==> config.mk <==
export PLATFORM = sky130hd
export DESIGN_NAME = tbase_sel
export DESIGN_NICKNAME = d
export VERILOG_FILES = /design/src/rtl/tbsel_pkg.sv /design/src/rtl/tbsel_regs.sv /design/src/rtl/tbsel_route.sv /design/src/rtl/tbsel_rsp_stage.sv /design/src/rtl/tbase_sel.sv
export SDC_FILE = /design/constraint.sdc
export NUM_CORES = 1
export LEC_CHECK = 0
export ABC_CLOCK_PERIOD_IN_PS = 5900
export BUFFER_PORTS_ARGS = -buffer_cell sky130_fd_sc_hd__buf_2
export CORE_AREA = 5 5 83 142
export DETAILED_ROUTE_END_ITERATION = 16
export DIE_AREA = 0 0 88 147
export PLACE_DENSITY = 0.81
export SYNTH_ARGS = -nofsm -noshare
export SYNTH_HDL_FRONTEND = slang
export SYNTH_HIERARCHICAL = 1
export SYNTH_SLANG_ARGS = --single-unit
==> constraint.sdc <==
create_clock -name clk -period 5.9 [get_ports clk]
set_input_delay 0 -clock clk [delete_from_list [all_inputs] [get_ports clk]]
set_output_delay 0 -clock clk [all_outputs]
set_load 0.005 [all_outputs]
==> src/rtl/tbsel_pkg.sv <==
package tbsel_pkg;

  localparam int SPLIT_W = 3;

  typedef struct packed {
    logic               dis_hi;
    logic               dis_lo;
    logic [SPLIT_W-1:0] split;
  } ctrl_t;

  typedef enum logic [1:0] {
    REG_CTRL    = 2'd0,
    REG_BASE_LO = 2'd1,
    REG_BASE_HI = 2'd2
  } reg_sel_e;

endpackage

==> src/rtl/tbsel_regs.sv <==
module tbsel_regs
  import tbsel_pkg::*;
#(
  parameter int DATA_W     = 32,
  parameter int SPLIT_LSB  = 0,
  parameter int DIS_LO_BIT = 4,
  parameter int DIS_HI_BIT = 5
) (
  input  logic              clk,
  input  logic              rst_n,
  input  logic              we,
  input  logic [1:0]        sel,
  input  logic [DATA_W-1:0] wdata,
  output ctrl_t             ctrl,
  output logic [DATA_W-1:0] base_lo,
  output logic [DATA_W-1:0] base_hi
);

  // Control word fields are picked out of the write data at fixed bits.
  ctrl_t ctrl_next;

  always_comb begin
    ctrl_next.split  = wdata[SPLIT_LSB +: SPLIT_W];
    ctrl_next.dis_lo = wdata[DIS_LO_BIT];
    ctrl_next.dis_hi = wdata[DIS_HI_BIT];
  end

  always_ff @(posedge clk or negedge rst_n) begin
    if (!rst_n) begin
      ctrl    <= '0;
      base_lo <= '0;
      base_hi <= '0;
    end else if (we) begin
      case (reg_sel_e'(sel))
        REG_CTRL:    ctrl    <= ctrl_next;
        REG_BASE_LO: base_lo <= wdata;
        REG_BASE_HI: base_hi <= wdata;
        default:     ;
      endcase
    end
  end

endmodule

==> src/rtl/tbsel_route.sv <==
module tbsel_route
  import tbsel_pkg::*;
#(
  parameter int VA_W       = 32,
  parameter int SECT_SHIFT = 20,
  parameter int ATTR_W     = 7
) (
  input  logic [VA_W-1:0]   va,
  input  ctrl_t             ctrl,
  input  logic [VA_W-1:0]   base_lo,
  input  logic [VA_W-1:0]   base_hi,
  output logic              use_hi,
  output logic              fault,
  output logic [VA_W-1:0]   addr,
  output logic [ATTR_W-1:0] attr
);

  localparam int IDX_W    = VA_W - SECT_SHIFT;  // full first-level index width
  localparam int BASE_LSB = IDX_W + 2;          // 4-byte descriptors
  localparam int SH_W     = $clog2(VA_W) + 1;

  localparam logic [VA_W-1:0] ONE = VA_W'(1);

  logic [SH_W-1:0] sh_top, sh_base, sh_idx;
  logic [VA_W-1:0] top_bits;
  logic [VA_W-1:0] keep_lo, keep_hi, idx_mask;
  logic [VA_W-1:0] sect_idx;
  logic [VA_W-1:0] addr_lo, addr_hi;

  always_comb begin
    sh_top  = SH_W'(VA_W)     - SH_W'(ctrl.split);
    sh_base = SH_W'(BASE_LSB) - SH_W'(ctrl.split);
    sh_idx  = SH_W'(IDX_W)    - SH_W'(ctrl.split);

    // Region decision: the top N bits of the VA must be zero for the low base.
    top_bits = va >> sh_top;
    use_hi   = (ctrl.split != '0) && (top_bits != '0);

    // Low table: base field narrows and index shortens as N grows.
    keep_lo  = ~((ONE << sh_base) - ONE);
    idx_mask = (ONE << sh_idx) - ONE;
    sect_idx = va >> SECT_SHIFT;
    addr_lo  = (base_lo & keep_lo) | ((sect_idx & idx_mask) << 2);

    // High table: fixed full-size table.
    keep_hi  = ~((ONE << BASE_LSB) - ONE);
    addr_hi  = (base_hi & keep_hi) | (sect_idx << 2);

    fault = use_hi ? ctrl.dis_hi : ctrl.dis_lo;
    addr  = fault ? '0 : (use_hi ? addr_hi : addr_lo);
    attr  = use_hi ? base_hi[ATTR_W-1:0] : base_lo[ATTR_W-1:0];
  end

endmodule

==> src/rtl/tbsel_rsp_stage.sv <==
module tbsel_rsp_stage #(
  parameter int ADDR_W = 32,
  parameter int ATTR_W = 7
) (
  input  logic              clk,
  input  logic              rst_n,
  input  logic              in_valid,
  output logic              in_ready,
  input  logic              in_fault,
  input  logic              in_use_hi,
  input  logic [ADDR_W-1:0] in_addr,
  input  logic [ATTR_W-1:0] in_attr,
  output logic              out_valid,
  input  logic              out_ready,
  output logic              out_fault,
  output logic              out_use_hi,
  output logic [ADDR_W-1:0] out_addr,
  output logic [ATTR_W-1:0] out_attr
);

  logic take;

  assign in_ready = !out_valid || out_ready;
  assign take     = in_valid && in_ready;

  always_ff @(posedge clk or negedge rst_n) begin
    if (!rst_n) begin
      out_valid <= 1'b0;
    end else if (in_ready) begin
      out_valid <= in_valid;
    end
  end

  always_ff @(posedge clk or negedge rst_n) begin
    if (!rst_n) begin
      out_fault  <= 1'b0;
      out_use_hi <= 1'b0;
      out_addr   <= '0;
      out_attr   <= '0;
    end else if (take) begin
      out_fault  <= in_fault;
      out_use_hi <= in_use_hi;
      out_addr   <= in_addr;
      out_attr   <= in_attr;
    end
  end

endmodule

==> src/rtl/tbase_sel.sv <==
module tbase_sel
  import tbsel_pkg::*;
#(
  parameter int VA_W       = 32,
  parameter int SECT_SHIFT = 20,
  parameter int ATTR_W     = 7
) (
  input  logic              clk,
  input  logic              rst_n,
  input  logic              reg_we,
  input  logic [1:0]        reg_sel,
  input  logic [VA_W-1:0]   reg_wdata,
  input  logic              req_valid,
  output logic              req_ready,
  input  logic [VA_W-1:0]   req_va,
  output logic              rsp_valid,
  input  logic              rsp_ready,
  output logic              rsp_fault,
  output logic              rsp_use_hi,
  output logic [VA_W-1:0]   rsp_addr,
  output logic [ATTR_W-1:0] rsp_attr
);

  localparam int BASE_LSB = VA_W - SECT_SHIFT + 2;

  // The narrowest low base field must still sit above the attribute bits.
  generate
    if (BASE_LSB - ((1 << SPLIT_W) - 1) < ATTR_W) begin : g_bad_cfg
      initial $error("attribute bits overlap the narrowest low base field");
    end
  endgenerate

  ctrl_t             ctrl;
  logic [VA_W-1:0]   base_lo, base_hi;
  logic              sel_hi, sel_fault;
  logic [VA_W-1:0]   sel_addr;
  logic [ATTR_W-1:0] sel_attr;

  tbsel_regs #(.DATA_W(VA_W)) regs_i (
    .clk     (clk),
    .rst_n   (rst_n),
    .we      (reg_we),
    .sel     (reg_sel),
    .wdata   (reg_wdata),
    .ctrl    (ctrl),
    .base_lo (base_lo),
    .base_hi (base_hi)
  );

  tbsel_route #(.VA_W(VA_W), .SECT_SHIFT(SECT_SHIFT), .ATTR_W(ATTR_W)) route_i (
    .va      (req_va),
    .ctrl    (ctrl),
    .base_lo (base_lo),
    .base_hi (base_hi),
    .use_hi  (sel_hi),
    .fault   (sel_fault),
    .addr    (sel_addr),
    .attr    (sel_attr)
  );

  tbsel_rsp_stage #(.ADDR_W(VA_W), .ATTR_W(ATTR_W)) rsp_i (
    .clk        (clk),
    .rst_n      (rst_n),
    .in_valid   (req_valid),
    .in_ready   (req_ready),
    .in_fault   (sel_fault),
    .in_use_hi  (sel_hi),
    .in_addr    (sel_addr),
    .in_attr    (sel_attr),
    .out_valid  (rsp_valid),
    .out_ready  (rsp_ready),
    .out_fault  (rsp_fault),
    .out_use_hi (rsp_use_hi),
    .out_addr   (rsp_addr),
    .out_attr   (rsp_attr)
  );

endmodule

# Word-level counts from Yosys, hierarchy flattened
# Cells that the tools add are included.
# Widths: inputs -> output; s select.
dict set report totals {
  n_memories 0
  input_bits 71
  mem_bits_rw 0
  ff_bits 111
  out_inout_bits 43
  elab_cells 39
  mem_bits_ro 0
  latch_bits 0
}
dict set report classes {
  shifts 3
  mul 0
  div_mod_pow 0
  bitwise_logic 5
  add_sub_neg 5
  muxes 4
  n_lt_le_gt_ge 0
  eq_ne 2
  n_reduce_logical 10
}
# op count
set op_table {}
lappend op_table {{$mux 32} 2}
lappend op_table {{$and 32x32->32} 1}
lappend op_table {{$not 32->32} 1}
lappend op_table {{$or 32x14->32} 1}
lappend op_table {{$or 32x32->32} 1}
lappend op_table {{$reduce_bool 32->1} 1}
lappend op_table {{$shl 1x6->32 const A} 1}
lappend op_table {{$shr 32x6->32} 1}
lappend op_table {{$sub 32x1->32 const B} 1}
lappend op_table {{$and 12x30->30} 1}
lappend op_table {{$shl 1x6->30 const A} 1}
lappend op_table {{$sub 30x1->30 const B} 1}
lappend op_table {{$sub 4x3->5 const A} 2}
lappend op_table {{$mux 7} 1}
lappend op_table {{$reduce_and 2->1} 3}
lappend op_table {{$sub 6x3->6 const A} 1}
lappend op_table {{$reduce_bool 3->1} 1}
lappend op_table {{$eq 2x1->1 const B} 1}
lappend op_table {{$eq 2x2->1 const B} 1}
lappend op_table {{$logic_and 1x1->1} 2}
lappend op_table {{$logic_not 2->1} 1}
lappend op_table {{$logic_not 1->1} 1}
lappend op_table {{$logic_or 1x1->1} 1}
lappend op_table {{$mux 1} 1}

# Depth between registers and ports, before layout
dict set report logic_depth {
  word_depth 8
  depth_mapped 14
  mapped_depth_nobuf 11
}

# Hierarchy
# Netlist, hierarchy kept.
# mod seq_area_each_um2 n_inst area_per_inst_um2 cells_per_inst
set modules_own_cells {}
lappend modules_own_cells {tbsel_regs 1726.7 1 2866.5 147}
lappend modules_own_cells {tbsel_rsp_stage 1051.0 1 1739.2 90}
lappend modules_own_cells {tbsel_route 0.0 1 1461.4 250}

# Worst setup path after synthesis
# OpenSTA, ideal clock, no wires.
dict set report synth_path {
  path_type {flip-flop to flip-flop}
  startpoint {register, netlist name regs_i/ctrl[1]}
  endpoint {register rsp_i.out_addr[6]}
  synth_period_minus_slack_ns 3.045
  setup_ns 0.125
  path_buffers 3
  arrival_ns 2.920
  required_ns 5.775
  slack_ns 2.855
  path_stages_with_launch 14
  path_cell_list {dfrtp_1 > clkbuf_1 > inv_1 > ha_1 > ha_1 > clkbuf_1 > clkbuf_1 > nand3_1 > ha_1 > mux2i_1 > o22ai_1 > o21ai_0 > a21oi_1 > mux2_4}
}
dict set report synth_via {
  elab_chain_cells 8
  word_cells_on_any_way 18
  classes_between {add/sub: 5; shift: 3; mux: 3; bitwise: 4; reduce/logical: 3}
}
# item line_no
set synth_lines {}
lappend synth_lines {{$sub 4x3->5} tbsel_route.sv:32} ;# sh_base = SH_W'(BASE_LSB) - SH_W'(ctrl.split);
lappend synth_lines {{$shl 1x6->32} tbsel_route.sv:40} ;# keep_lo = ~((ONE << sh_base) - ONE);
lappend synth_lines {{$sub 32x1->32} tbsel_route.sv:40}
lappend synth_lines {{$not 32->32} tbsel_route.sv:40}
lappend synth_lines {{$and 32x32->32} tbsel_route.sv:43} ;# addr_lo = (base_lo & keep_lo) | ((sect_idx & idx_mask) << 2);
lappend synth_lines {{$or 32x32->32} tbsel_route.sv:43}
lappend synth_lines {{$mux 32} tbsel_route.sv:50} ;# addr = fault ? '0 : (use_hi ? addr_hi : addr_lo);
lappend synth_lines {{$mux 32 *} tbsel_route.sv:50}
lappend synth_lines {{net sel_addr[6]} tbase_sel.sv:36} ;# logic [VA_W-1:0] sel_addr;
lappend synth_lines {{end signal, assigned} tbsel_rsp_stage.sv:43} ;# out_addr <= in_addr;
lappend synth_lines {{end, declared} tbsel_rsp_stage.sv:17} ;# output logic [ADDR_W-1:0] out_addr,
# The timed path passes the listed nets; every way through them passes the cells marked *.
# A chain may end at the register's enable or synchronous reset.

# Worst setup path after layout
dict set report layout_path {
  startpoint {register, netlist name regs_i/ctrl[1]}
  endpoint {register rsp_i.out_addr[10]}
}
dict set report layout_via {
  word_cells_on_any_way 18
  classes_between {add/sub: 5; shift: 3; mux: 3; bitwise: 4; reduce/logical: 3}
}
# item line_no
set layout_rtl {}
lappend layout_rtl {{$sub 6x3->6} tbsel_route.sv:31} ;# sh_top = SH_W'(VA_W) - SH_W'(ctrl.split);
lappend layout_rtl {{$shr 32x6->32} tbsel_route.sv:36} ;# top_bits = va >> sh_top;
lappend layout_rtl {{$reduce_bool 32->1} tbsel_route.sv:37} ;# use_hi = (ctrl.split != '0) && (top_bits != '0);
lappend layout_rtl {{$logic_and 1x1->1 *} tbsel_route.sv:37}
lappend layout_rtl {{net sel_hi} tbase_sel.sv:35} ;# logic sel_hi, sel_fault;
lappend layout_rtl {{$mux 1 *} tbsel_route.sv:49} ;# fault = use_hi ? ctrl.dis_hi : ctrl.dis_lo;
lappend layout_rtl {{net sel_fault} tbase_sel.sv:35}
lappend layout_rtl {{$mux 32 *} tbsel_route.sv:50}
lappend layout_rtl {{net sel_addr[10]} tbase_sel.sv:36}
# Marks and branches as above.

==> results.json <==
{
  "status": "finished clean",
  "worstSetupPathType": "register to register",
  "syn-num-nets": 554,
  "diodes": 0,
  "clk_latency_ns": 0.35,
  "setup_viol": 0,
  "drive_above_1_share": 0.389,
  "syn_inst": 473,
  "cp-start-kind": "register",
  "grt_pass1_vias": 4361,
  "slew-limit-headroom": 0.420,
  "port_buffers": 93,
  "die_h_um": 147,
  "p_total_mw": 2.65,
  "drv_slew": 0,
  "core.rowCount": 50,
  "clkTransAtPathRegs_ns": 0.07,
  "dpl_cell_area_mm2": 0.00621,
  "rsz0062_at_grt": "no",
  "cts_made_buffers": 9,
  "viasPerCell": 5.67,
  "drt_iter0_markers": 313,
  "max-cap-violations": 0,
  "grt_pass1_wl_um": 22200,
  "fp.coreArea_mm2": 0.0106,
  "slowest_stage": "dfrtp_1",
  "path_max_fanout": 34,
  "postLayoutCellArea_mm2": 0.00690,
  "rrSetupSlack_ns": 2.00,
  "hold_viol_final": 0,
  "worst_pin_slew_ns": 0.870,
  "cts_tree": "yes",
  "post-route-drc-count": 0,
  "worstPathArrival_ns": 4.19,
  "vdd_drop_max_uv": 256,
  "ios": 114,
  "holdBufCountCts": 35,
  "grt_max_degree": 72,
  "htree_levels": 3,
  "cts_resized": 0,
  "period_needed_ns": 3.90,
  "power_density_mw_per_mm2": 384,
  "synthesis.area_mm2": 0.00579,
  "avgSynthCellArea_um2": 12.2,
  "antenna_found_initial": 0,
  "fillers": 785,
  "fin_skew_ns": 0.00896,
  "dieArea_mm2": 0.0129,
  "rr_startpoint": "regs_i/ctrl[1]",
  "dr.pass1.iters": 4,
  "crit_path_end_kind": "register",
  "place.gp.congestion": 0.823,
  "yosysWarningCount": 6,
  "slowest_delay_ns": 0.72,
  "cts_root_buf": "clkbuf_16",
  "wl_um": 13700,
  "grtUsageTotal": 0.220,
  "min_period_over_period": 0.661,
  "p_leak_nw": 3.50,
  "holdPathEnd": "rsp_i/out_addr[12]",
  "cts_sinks": 104,
  "min_from": "req_va[30]",
  "crit_start": "regs_i/ctrl[1]",
  "dpl.hpwl_um": 9160,
  "syn2layout_area_growth_pct": 19.2,
  "grt_overflow": 0,
  "cp_cell_sequence": "inv_1 -> ha_1 -> ha_1 -> a21o_1 -> a211o_1 -> buf_4 -> inv_4 -> mux2_4 -> a21oi_1 -> mux2_4",
  "cts_buffer_depth": 2,
  "r2r-end": "rsp_i/out_addr[10]",
  "final_net_count": 665,
  "postCtsSetupBuffers": 0,
  "die-width_um": 88,
  "rr_worst_depth": 10,
  "cp_data_required_time_ns": 6.19,
  "vias": 4080,
  "hold_depth": 4,
  "wl_per_cell_um": 19.1,
  "hold_path_class": "input port to register",
  "postRouteAntennaNets": 0,
  "initial_core_util": 0.547,
  "tns_ns": 0,
  "fmax_ghz": 0.256
}
[worst max-delay path: cells and delay by family (launching register included)]
kind	cells	cell delay [ns]
mux	2	0.69
buf+inv	3	0.85
compound gates	3	0.83
flops	1	0.72
fa+ha+maj	2	0.73
[layout make-up]
cell class / instances / area, µm² / share of cell area
clock buffers: 10 / 239 / 0.0346
clock inverters: 6 / 98.8 / 0.0143
inverters: 9 / 36.3 / 0.00526
multi-input cells: 330 / 2930 / 0.424
flip-flops and latches: 104 / 2600 / 0.377
well taps: 130 / 163 / 0.0236
repair buffers: 130 / 833 / 0.121
[cells in the final DEF, fill, tap and decap left out, types with 3 or more instances in the layout]
cell	count
nor3_1	5
o21ai_0	18
nand2b_1	3
and3_1	3
inv_1	6
nand3_1	12
a21oi_1	30
buf_2	92
clkbuf_16	9
nor2_1	14
nand2_1	60
xnor2_1	3
mux2_2	12
nand4_1	3
ha_1	10
mux2_4	94
a21o_1	3
a31oi_1	4
a22o_1	10
buf_4	3
dfrtp_1	104
dlygate4sd3_1	35
mux2i_1	6
[per-stage QoR]
stage | hold WS (ns) | setup slack [ns] | cells | utilization
floorplan | -0.296 | 2.85 | 473 | -
global placement | -0.0352 | 2.15 | 668 | 0.588
detailed placement | -0.0293 | 2.09 | 668 | 0.588
CTS | 0.102 | 2.07 | 719 | 0.653
global route | 0.106 | 1.83 | 719 | 0.653
finish | 0.109 | 2.00 | 719 | 0.653
[where the power goes]
| part | total, mW | switching, mW | internal, mW | leakage (nW) |
|---|---|---|---|---|
| registers | 1.04 | 0.136 | 0.902 | 1.27 |
| clock network | 0.671 | 0.280 | 0.391 | 0.163 |
| logic | 0.939 | 0.445 | 0.493 | 2.07 |
[flip-flops by register name (all words and copies together) (netlist names)]
signal,cells
regs_i/base_hi,25
regs_i/base_lo,32
regs_i/ctrl,5
rsp_i/out_addr,32
rsp_i/out_attr,7
rsp_i/out_fault,1
rsp_i/out_use_hi,1
rsp_i/out_valid,1
[per-layer routing]
metal,wire length (µm),vias to the layer above,GRT usage,share of wire
met1,5190,2047,0.257,0.38
li1,-,1902,-,-
met2,7570,114,0.389,0.55
met4,307,0,0.0829,0.022
met5,0,-,0,0
met3,666,17,0.0438,0.048
[worst max path at each step]
stage / end / slack (ns) / cells after the start
floorplan: rsp_i/out_addr[6] / 2.85 / 13
global placement: rsp_i/out_addr[10] / 2.15 / 10
detailed placement: rsp_i/out_addr[10] / 2.09 / 10
CTS: rsp_i/out_addr[10] / 2.07 / 10
global route: rsp_i/out_addr[10] / 1.83 / 10
finish: rsp_i/out_addr[10] / 2.00 / 10
Note: power is estimated with default switching activity, not from simulation.
